## src/rtl/abd_pkg.sv

```systemverilog
package abd_pkg;
   typedef enum logic [1:0] {
      ST_IDLE,
      ST_MEAS,
      ST_CHECK,
      ST_LOCK
   } abd_state_e;

   localparam logic [7:0] ABD_SYNC_CHAR   = 8'h55;
   localparam int         ABD_STOP_BITS   = 2;
   localparam int         ABD_CHECK_EDGES = 7;
endpackage

```

## src/rtl/abd_edge_sync.sv

```systemverilog
module abd_edge_sync #(
   parameter int STAGES = 2
) (
   input  logic clk,
   input  logic rst_n,
   input  logic din,
   output logic fall,
   output logic rise
);
   logic [STAGES-1:0] chain;
   logic              prev;

   always_ff @(posedge clk or negedge rst_n) begin
      if (!rst_n) begin
         chain <= '1;
         prev  <= 1'b1;
      end else begin
         chain[0] <= din;
         for (int i = 1; i < STAGES; i++) chain[i] <= chain[i-1];
         prev <= chain[STAGES-1];
      end
   end

   assign fall = prev & ~chain[STAGES-1];
   assign rise = ~prev & chain[STAGES-1];
endmodule

```

## src/rtl/abd_period_meas.sv

```systemverilog
module abd_period_meas
   import abd_pkg::*;
#(
   parameter int CW         = 18,
   parameter int MIN_DIV    = 8,
   parameter int MAX_DIV    = 60000,
   parameter bit ROUND_HALF = 1'b1
) (
   input  logic          clk,
   input  logic          rst_n,
   input  logic          fall,
   input  logic          rise,
   output logic          locked,
   output logic          lock_pulse,
   output logic [CW-1:0] bit_time
);
   localparam int          EW       = $clog2(ABD_CHECK_EDGES);
   localparam logic [CW:0] SPAN_LIM = (CW+1)'(2 * MAX_DIV + 1);
   localparam logic [CW:0] MIN_W    = (CW+1)'(MIN_DIV);
   localparam logic [CW:0] MAX_W    = (CW+1)'(MAX_DIV);

   abd_state_e    st;
   logic [CW-1:0] cnt;
   logic [CW-1:0] bit_q;
   logic [EW-1:0] ecnt;
   logic [CW:0]   iv;
   logic [CW:0]   bit_est;
   logic [CW:0]   lo, hi;
   logic          range_ok, in_win;

   assign iv = {1'b0, cnt} + 1'b1;

   if (ROUND_HALF) begin : g_round
      assign bit_est = (iv + 1'b1) >> 1;
   end else begin : g_trunc
      assign bit_est = iv >> 1;
   end

   assign range_ok = (bit_est >= MIN_W) && (bit_est <= MAX_W);
   assign lo       = {1'b0, bit_q} - {3'b000, bit_q[CW-1:2]};
   assign hi       = {1'b0, bit_q} + {3'b000, bit_q[CW-1:2]};
   assign in_win   = (iv >= lo) && (iv <= hi);

   always_ff @(posedge clk or negedge rst_n) begin
      if (!rst_n) begin
         st         <= ST_IDLE;
         cnt        <= '0;
         bit_q      <= '0;
         ecnt       <= '0;
         lock_pulse <= 1'b0;
      end else begin
         lock_pulse <= 1'b0;
         case (st)
            ST_IDLE: if (fall) begin
               cnt <= '0;
               st  <= ST_MEAS;
            end
            ST_MEAS: begin
               if (fall) begin
                  if (range_ok) begin
                     bit_q <= bit_est[CW-1:0];
                     cnt   <= '0;
                     ecnt  <= '0;
                     st    <= ST_CHECK;
                  end else begin
                     st <= ST_IDLE;
                  end
               end else if (iv >= SPAN_LIM) begin
                  st <= ST_IDLE;
               end else begin
                  cnt <= cnt + 1'b1;
               end
            end
            ST_CHECK: begin
               if (fall || rise) begin
                  if (in_win) begin
                     cnt <= '0;
                     if (ecnt == EW'(ABD_CHECK_EDGES - 1)) begin
                        st         <= ST_LOCK;
                        lock_pulse <= 1'b1;
                     end else begin
                        ecnt <= ecnt + 1'b1;
                     end
                  end else begin
                     st <= ST_IDLE;
                  end
               end else if (iv > hi) begin
                  st <= ST_IDLE;
               end else begin
                  cnt <= cnt + 1'b1;
               end
            end
            default: ;
         endcase
      end
   end

   assign locked   = (st == ST_LOCK);
   assign bit_time = bit_q;
endmodule

```

## src/rtl/abd_echo_tx.sv

```systemverilog
module abd_echo_tx
   import abd_pkg::*;
#(
   parameter int CW = 18
) (
   input  logic          clk,
   input  logic          rst_n,
   input  logic          start,
   input  logic [CW-1:0] div,
   output logic          txd,
   output logic          done
);
   localparam int FRAME_W = 1 + 8 + ABD_STOP_BITS;
   localparam int BW      = $clog2(FRAME_W);

   logic [FRAME_W-1:0] sh;
   logic [CW-1:0]      ccnt;
   logic [BW-1:0]      bcnt;
   logic               busy;

   always_ff @(posedge clk or negedge rst_n) begin
      if (!rst_n) begin
         sh   <= '1;
         ccnt <= '0;
         bcnt <= '0;
         busy <= 1'b0;
         done <= 1'b0;
      end else if (start) begin
         sh   <= {{ABD_STOP_BITS{1'b1}}, ABD_SYNC_CHAR, 1'b0};
         ccnt <= '0;
         bcnt <= '0;
         busy <= 1'b1;
      end else if (busy) begin
         if (ccnt == div - 1'b1) begin
            ccnt <= '0;
            sh   <= {1'b1, sh[FRAME_W-1:1]};
            if (bcnt == BW'(FRAME_W - 1)) begin
               busy <= 1'b0;
               done <= 1'b1;
            end else begin
               bcnt <= bcnt + 1'b1;
            end
         end else begin
            ccnt <= ccnt + 1'b1;
         end
      end
   end

   assign txd = busy ? sh[0] : 1'b1;
endmodule

```

## src/rtl/abd_autobaud.sv

```systemverilog
module abd_autobaud #(
   parameter int CW          = 18,
   parameter int MIN_DIV     = 8,
   parameter int MAX_DIV     = 60000,
   parameter int SYNC_STAGES = 2,
   parameter bit ROUND_HALF  = 1'b1
) (
   input  logic          clk,
   input  logic          rst_n,
   input  logic          rxd,
   output logic          txd,
   output logic [CW-1:0] baud_div,
   output logic          div_valid,
   output logic          comm_open
);
   if (MIN_DIV < 4) begin : g_bad_min
      $error("abd_autobaud: MIN_DIV must be at least 4");
   end
   if (MAX_DIV < MIN_DIV) begin : g_bad_range
      $error("abd_autobaud: MAX_DIV below MIN_DIV");
   end
   if (2 * MAX_DIV + 2 >= (1 << CW)) begin : g_bad_cw
      $error("abd_autobaud: CW too narrow for twice MAX_DIV");
   end
   if (SYNC_STAGES < 2) begin : g_bad_sync
      $error("abd_autobaud: SYNC_STAGES must be at least 2");
   end

   logic          fall, rise;
   logic          locked, lock_pulse;
   logic [CW-1:0] bit_time;

   abd_edge_sync #(.STAGES(SYNC_STAGES)) u_sync (
      .clk  (clk),
      .rst_n(rst_n),
      .din  (rxd),
      .fall (fall),
      .rise (rise)
   );

   abd_period_meas #(
      .CW        (CW),
      .MIN_DIV   (MIN_DIV),
      .MAX_DIV   (MAX_DIV),
      .ROUND_HALF(ROUND_HALF)
   ) u_meas (
      .clk       (clk),
      .rst_n     (rst_n),
      .fall      (fall),
      .rise      (rise),
      .locked    (locked),
      .lock_pulse(lock_pulse),
      .bit_time  (bit_time)
   );

   abd_echo_tx #(.CW(CW)) u_tx (
      .clk  (clk),
      .rst_n(rst_n),
      .start(lock_pulse),
      .div  (bit_time),
      .txd  (txd),
      .done (comm_open)
   );

   assign div_valid = locked;
   assign baud_div  = locked ? bit_time : '0;
endmodule

```

## config.mk

```make
export PLATFORM = sky130hd
export DESIGN_NAME = abd_autobaud
export DESIGN_NICKNAME = d
export VERILOG_FILES = /design/src/rtl/abd_pkg.sv /design/src/rtl/abd_edge_sync.sv /design/src/rtl/abd_period_meas.sv /design/src/rtl/abd_echo_tx.sv /design/src/rtl/abd_autobaud.sv
export SDC_FILE = /design/constraint.sdc
export NUM_CORES = 1
export LEC_CHECK = 0
export ABC_AREA = 1
export CORE_MARGIN = 2
export CORE_UTILIZATION = 30
export DETAILED_ROUTE_END_ITERATION = 7
export DONT_BUFFER_PORTS = 1
export GPL_TIMING_DRIVEN = 0
export PLACE_DENSITY_LB_ADDON = 0.08
export REMOVE_ABC_BUFFERS = 1
export SLEW_MARGIN = 5
export SYNTH_ARGS = -nofsm -noshare
export SYNTH_HDL_FRONTEND = slang
export SYNTH_SLANG_ARGS = --single-unit
```

## constraint.sdc

```tcl
create_clock -name clk -period 4.6 [get_ports clk]
set_input_delay 0.92 -clock clk [delete_from_list [all_inputs] [get_ports clk]]
set_output_delay 0.92 -clock clk [all_outputs]
set_load 0.03 [all_outputs]
```

* Word-level counts from Yosys, hierarchy flattened *
Index checks and enable logic that the tools add are counted.

operators by class
  add/subtract/negate cells = 9
  bitwise logic cells = 5
  equal/unequal tests = 20
  muxes and demuxes = 43
  magnitude comparators = 6
  reduce and logical (&&, ||, !) cells = 15

operator list
  operator                 number
  $mux W18                 11
  $pmux W18 S3             1
  $add A18 B1 Y18 const B  2
  $mux W11                 3
  $add A18 B1 Y19 const B  1
  $add A18 B16 Y19         1
  $add A19 B1 Y19 const B  1
  $ge A19 B17 Y1 const B   1
  $ge A19 B19 Y1           1
  $gt A19 B19 Y1           1
  $le A19 B19 Y1           1
  $sub A18 B16 Y19         1
  $eq A18 B18 Y1           1
  $ge A18 B4 Y1 const B    1
  $le A18 B16 Y1 const B   1
  $sub A18 B1 Y18 const B  1
  $mux W2                  8
  $mux W4                  4
  $mux W3                  5
  $reduce_and A6 Y1        2
  $ne A2 B1 Y1 const B     5
  $mux W1                  9
  $ne A3 B2 Y1 const B     3
  $ne A3 B1 Y1 const B     2
  22 further kinds         31

storage, ports and cells
  output and inout bits = 21
  register bits after elaboration = 80

* Longest topological paths before layout *
  depth after elaboration = 7
  depth in mapped cells = 29

* Hierarchy *
Synthesis repeated with hierarchy kept, for this count alone.

second synthesis, totals
  cell total of the unflattened synthesis = 1,301
  area, all modules = 8,496.9 µm²

by module, submodules not included
  module           seq. area each (µm²)  area each (µm²)  instances  cells each
  abd_period_meas  1,051.0               5,585.4          1          847
  abd_echo_tx      837.1                 2,648.8          1          409
  abd_autobaud     0.0                   168.9            1          38
  abd_edge_sync    78.8                  93.8             1          7

* Least setup slack after synthesis *
No wires, ideal clock.

  path kind = flip-flop to flip-flop
  start point = register u_meas.bit_q[2] (netlist: u_meas.bit_time[2])
  end point = register u_meas.cnt[0]
  setup slack = 615 ps
  arrival time = 3,920 ps
  buffers on the path = 1
  library setup time = 65 ps
  cell stages (with the launch flop) = 22
  path through = dfrtp_1 ha_1 inv_1 fa_1 o31ai_1 nand4_1 o211ai_1 nand3_1 a31oi_1 nand3_1 ha_1 nand2_1 nor4b_1 nand3_1 nand2_1 o21ai_0 inv_1 nand2_1 nor2_4 buf_2 nand3_1 nand2_1

between the ends
  word-level cells in the longest chain between the ends = 5

RTL lines
  item                                                         line                                          text
  from (decl)                                                  abd_period_meas.sv:24                         logic [CW-1:0] bit_q;
  from (signal assigned)                                       abd_period_meas.sv:61                         bit_q <= bit_est[CW-1:0];
  $sub A18 B16 Y19 / $add A18 B16 Y19 (equally long branches)  abd_period_meas.sv:40, abd_period_meas.sv:41
  $ge A19 B19 Y1 / $le A19 B19 Y1 (equally long branches)      abd_period_meas.sv:42                         assign in_win = (iv >= lo) && (iv <= hi);
  $logic_and A1 B1 Y1                                          abd_period_meas.sv:42
  $ne A3 B2 Y1 (no source line)                                --
  $reduce_and A6 Y1 (no source line) *                         --
  to (signal assigned)                                         abd_period_meas.sv:71                         cnt <= cnt + 1'b1;
  to (signal assigned)                                         abd_period_meas.sv:90                         cnt <= cnt + 1'b1;
  to (decl)                                                    abd_period_meas.sv:23                         logic [CW-1:0] cnt;

Every way passes the cells marked *; elsewhere a longest branch is shown, timed or not.
A chain may end at the register's enable or synchronous reset.

* Worst setup path after layout *
  start point = register u_meas.bit_q[10] (netlist: u_meas.bit_time[10])
  end point = register u_meas.cnt[10]

Same word-level chain as after synthesis.

==> metrics.md <==
| Metric | Value |
|---|---|
| Async S/R FF share, synth | `1.00` |
| Final Setup Violations | `0` |
| Hold_buf cts | `0` |
| Synth cell types | `49` |
| Die height | `170 um` |
| Reg-to-Reg End | `u_meas.cnt[10]` |
| Power Dens Cells | `207 nW/um2` |
| Syn_area_per_cell | `6.76 um2` |
| Core area | `27000 um2` |
| Dpl cells | `1537` |
| Period minus WS final | `4.28 ns` |
| Synth top area share | `0.200` |
| Synth Flop Type | `dfrtp_1` |
| Layout Nets | `1316` |
| # rows | `60` |
| Clock sinks | `78` |
| Internal | `1.23 mW` |
| Max-capacitance violation count | `0` |
| Reg2Reg Depth | `23` |
| Ports | `24` |
| Most area-consuming cells after synthesis | `dfrtp_1 20%, nand2_1 13%, ha_1 13%, inv_1 6.7%, xor2_1 6.3%` |
| Most area-hungry cell type in the Yosys netlist | `dfrtp_1` |
| Drt total wl | `25200 um` |
| Comb power frac | `0.231` |
| R2r startpoint | `u_meas.bit_time[10]` |
| Clock buffer count from CTS | `9` |
| Via count | `7630` |
| CTS max path bufs | `2` |
| Reg-to-reg setup timing slack | `0.32 ns` |
| PortBufs | `0` |
| Measured slew at the worst slew-check pin | `1.01 ns` |
| Post-synth EDFFs | `0` |
| Outcome | `complete, no violations` |
| Sw Pwr | `0.676 mW` |
| Wire per inst | `16.0 um` |
| Antenna viol nets, final | `0` |
| Vias per Instance | `4.85` |
| Overflow left after global routing | `0` |
| Cell Area, Synth | `8270 um2` |
| Initial DRC count | `489` |
| CP Max Fanout | `11` |
| Final Skew | `0.0120 ns` |
| Max_slew headroom | `0.321` |
| YS warnings | `0` |
| Share of layout cells above drive strength 1 | `0.110` |
| Drt pass-1 iters | `4` |
| Critical path cell sequence | `inv_1 > ha_1 > inv_1 > a21oi_1 > nand3_1 > a21oi_1 > or2_2 > o21ai_0 > xor2_1 > ha_1 > nand4_1 > nor3_2 > nand4_1 > nand3_1 > nand2_2 > nand2_1 > nand2_1 > nor2_1 > nor2_4 > buf_12 > buf_12 > nand3_1 > nand2_1` |
| CP max stage cell | `dfrtp_1` |
| First-pass GRT wire length | `41100 um` |
| Area delta synth->final | `11.3%` |
| Non-Filler Instances | `1572` |
| Sequential Area | `1980 um2` |
| Register area share after synthesis | `0.238` |
| Clock power frac | `0.391` |
| Fin worst setup slack | `0.318 ns` |
| RePlAce Congestion | `0.832` |
| Worst VDD drop | `120 uV` |
| FMAX | `234 MHz` |
| Critical Path RT | `4.85 ns` |
| Register share of total power | `0.378` |
| Worst Hold Slack | `0.249 ns` |
| Total power | `1.91 mW` |
| Min-delay worst type | `in2async` |
| Setup crit start kind | `register` |
| Leak Pwr | `4.74 nW` |
| CP arrival | `4.54 ns` |
| Multi-input combinational cell area | `5730 um2` |
| Dpl ws | `-0.642 ns` |
| Critical Path End Type | `register` |
| Final period util | `0.931` |
| Fill cell count | `2981` |
| Unrepaired setup endpoints after global routing | `false` |
| Initial core utilization | `0.306` |
| Worst Path Class, Setup | `reg2reg` |
| ANT cells | `0` |
| Pins Over Slew Limit | `0` |
| GRT Overall Usage | `0.182` |
| Synthesized flop and latch total | `78` |
| Clock Pin Slew Worst Setup and Hold Paths | `0.07 ns` |
| Fin. Hold Viols | `0` |
| Vias in the first global route | `7242` |
| Die width | `170 um` |
| DRC | `0` |
| CP max stage delay | `0.59 ns` |
| HPWL Detailed | `19200 um` |
| Die area | `28900 um2` |
| H-Tree Depth | `3` |
| Switching Fraction | `0.355` |
| Root Driver | `clkbuf_16` |
| CTS tree | `done` |
| Largest net degree at the start of global routing | `79` |
| Initial antenna violation count | `0` |
| Clk_lat worst skew | `0.36 ns` |
| Post-Syn Instances | `1223` |
cells in the mapped netlist (all sizes together) (2+ instances only):
library cell  count
nand2           316
inv             153
nor2            148
nand3            99
ha               85
o21ai            69
dfrtp            66
xor2             60
a21oi            50
nand4            49
clkbuf           19
nor3             13
xnor2            13
dfstp            12
buf               9
a21o              7
nor4              7
o21bai            7
a31oi             5
o211ai            4
or2               4
a211oi            3
a221oi            3
and2              3
nor3b             3
clkinv            2
fa                2
nand3b            2
o21a              2
o22ai             2
o31ai             2
cells in the final DEF (no fill, tap or decap), types with 4 or more instances in the layout:
cell	Yosys	final
nand2_1	294	292
inv_1	148	147
nor2_1	131	130
nand3_1	96	96
ha_1	85	79
xor2_1	59	59
dfrtp_1	66	56
nand4_1	49	49
a21oi_1	50	48
o21ai_0	48	46
o21ai_1	21	21
nand2_2	17	19
buf_4	1	15
xnor2_1	13	13
nor3_1	13	12
dfstp_2	12	12
dfrtp_2	0	10
nor2_2	8	9
clkbuf_16	0	9
a21o_1	7	7
nor2_4	7	7
inv_2	5	6
nor4_1	7	6
ha_2	0	5
o21bai_1	7	4
o211ai_1	4	4
or2_2	4	4
cell type report:
class | count | share of cell area
Clock buffer | 9 | 0.0245
Clock inverter | 7 | 0.00626
Inverter | 155 | 0.0632
Multi-Input combinational cell | 962 | 0.623
Sequential cell | 78 | 0.215
Tap cell | 341 | 0.0464
Timing Repair Buffer | 20 | 0.0216
power by group through the flow:
stage	combinational (mW)	sequential, mW	clock [mW]
2_1_floorplan	0.251	0.726	0
3_3_place_gp	0.376	0.735	0
3_5_place_dp	0.391	0.735	0
4_1_cts	0.441	0.721	0.772
5_1_grt	0.493	0.724	0.795
6_report	0.441	0.720	0.746
worst max-delay path: cells and delay by family, from the launching register on:
kind | cells | cell delay (ns)
adders and majority gates | 2 | 0.76
DFF | 1 | 0.59
buffers and inverters | 4 | 0.48
AOI/OAI and AO/OA | 3 | 0.60
xor gates and xnor gates | 1 | 0.16
and+or+nand+nor | 13 | 1.55
routing by layer:
metal  wire, um  share of wire  track usage
met1      13800           0.55        0.282
met2      10600           0.42        0.271
met3        598          0.024       0.0223
met4        172         0.0068       0.0301
met5          0              0            0
worst max path at each step:
stage,from,end,slack (ns),cells after the start
after CTS,u_meas.bit_time[7],u_meas.cnt[0],0.02,25
after global routing,u_meas.bit_time[0],u_meas.cnt[12],0.0006,25
after floorplan,u_meas.bit_time[2],u_meas.cnt[0],0.60,21
final,u_meas.bit_time[10],u_meas.cnt[10],0.32,23
after global placement,u_meas.bit_time[2],u_meas.cnt[16],-0.63,21
after detailed placement,u_meas.bit_time[2],u_meas.cnt[10],-0.64,22
registers in the layout, indices dropped and copies added, names as in the netlist:
register	flops
u_meas.bit_time	18
u_meas.cnt	18
u_meas.ecnt	3
u_meas.lock_pulse	1
u_meas.st	2
u_sync.chain	2
u_sync.prev	1
u_tx.bcnt	4
u_tx.busy	1
u_tx.ccnt	18
u_tx.done	1
u_tx.sh	9
metrics by stage:
stage               cell area [um2]  TNS, ns   util
floorplan                      8140        0      -
global placement               8570   -11.84  0.317
detailed placement             8590   -11.91  0.318
CTS                            8970        0  0.332
global route                   9200        0  0.340
finish                         9200        0  0.340
cells by family (layout without fill, tap and decap cells):
logic type	Yosys count	in the layout	share of synthesized area
and+or+nand+nor	646	646	0.360
adders and majority gates	87	87	0.133
DFF	78	78	0.238
AOI/OAI and AO/OA	156	156	0.105
xor gates and xnor gates	73	73	0.0782
buffers and inverters	183	191	0.0854
repair_timing:
item | 4_1_cts | 5_1_grt
buffers inserted | 3 | 15
resized for setup | 12 | 28
pin swaps | 1 | 3
endpoints found under the hold margin | 0 | 0
setup endpoints to repair | 23 | 24
(Power assumes the default switching activity.)
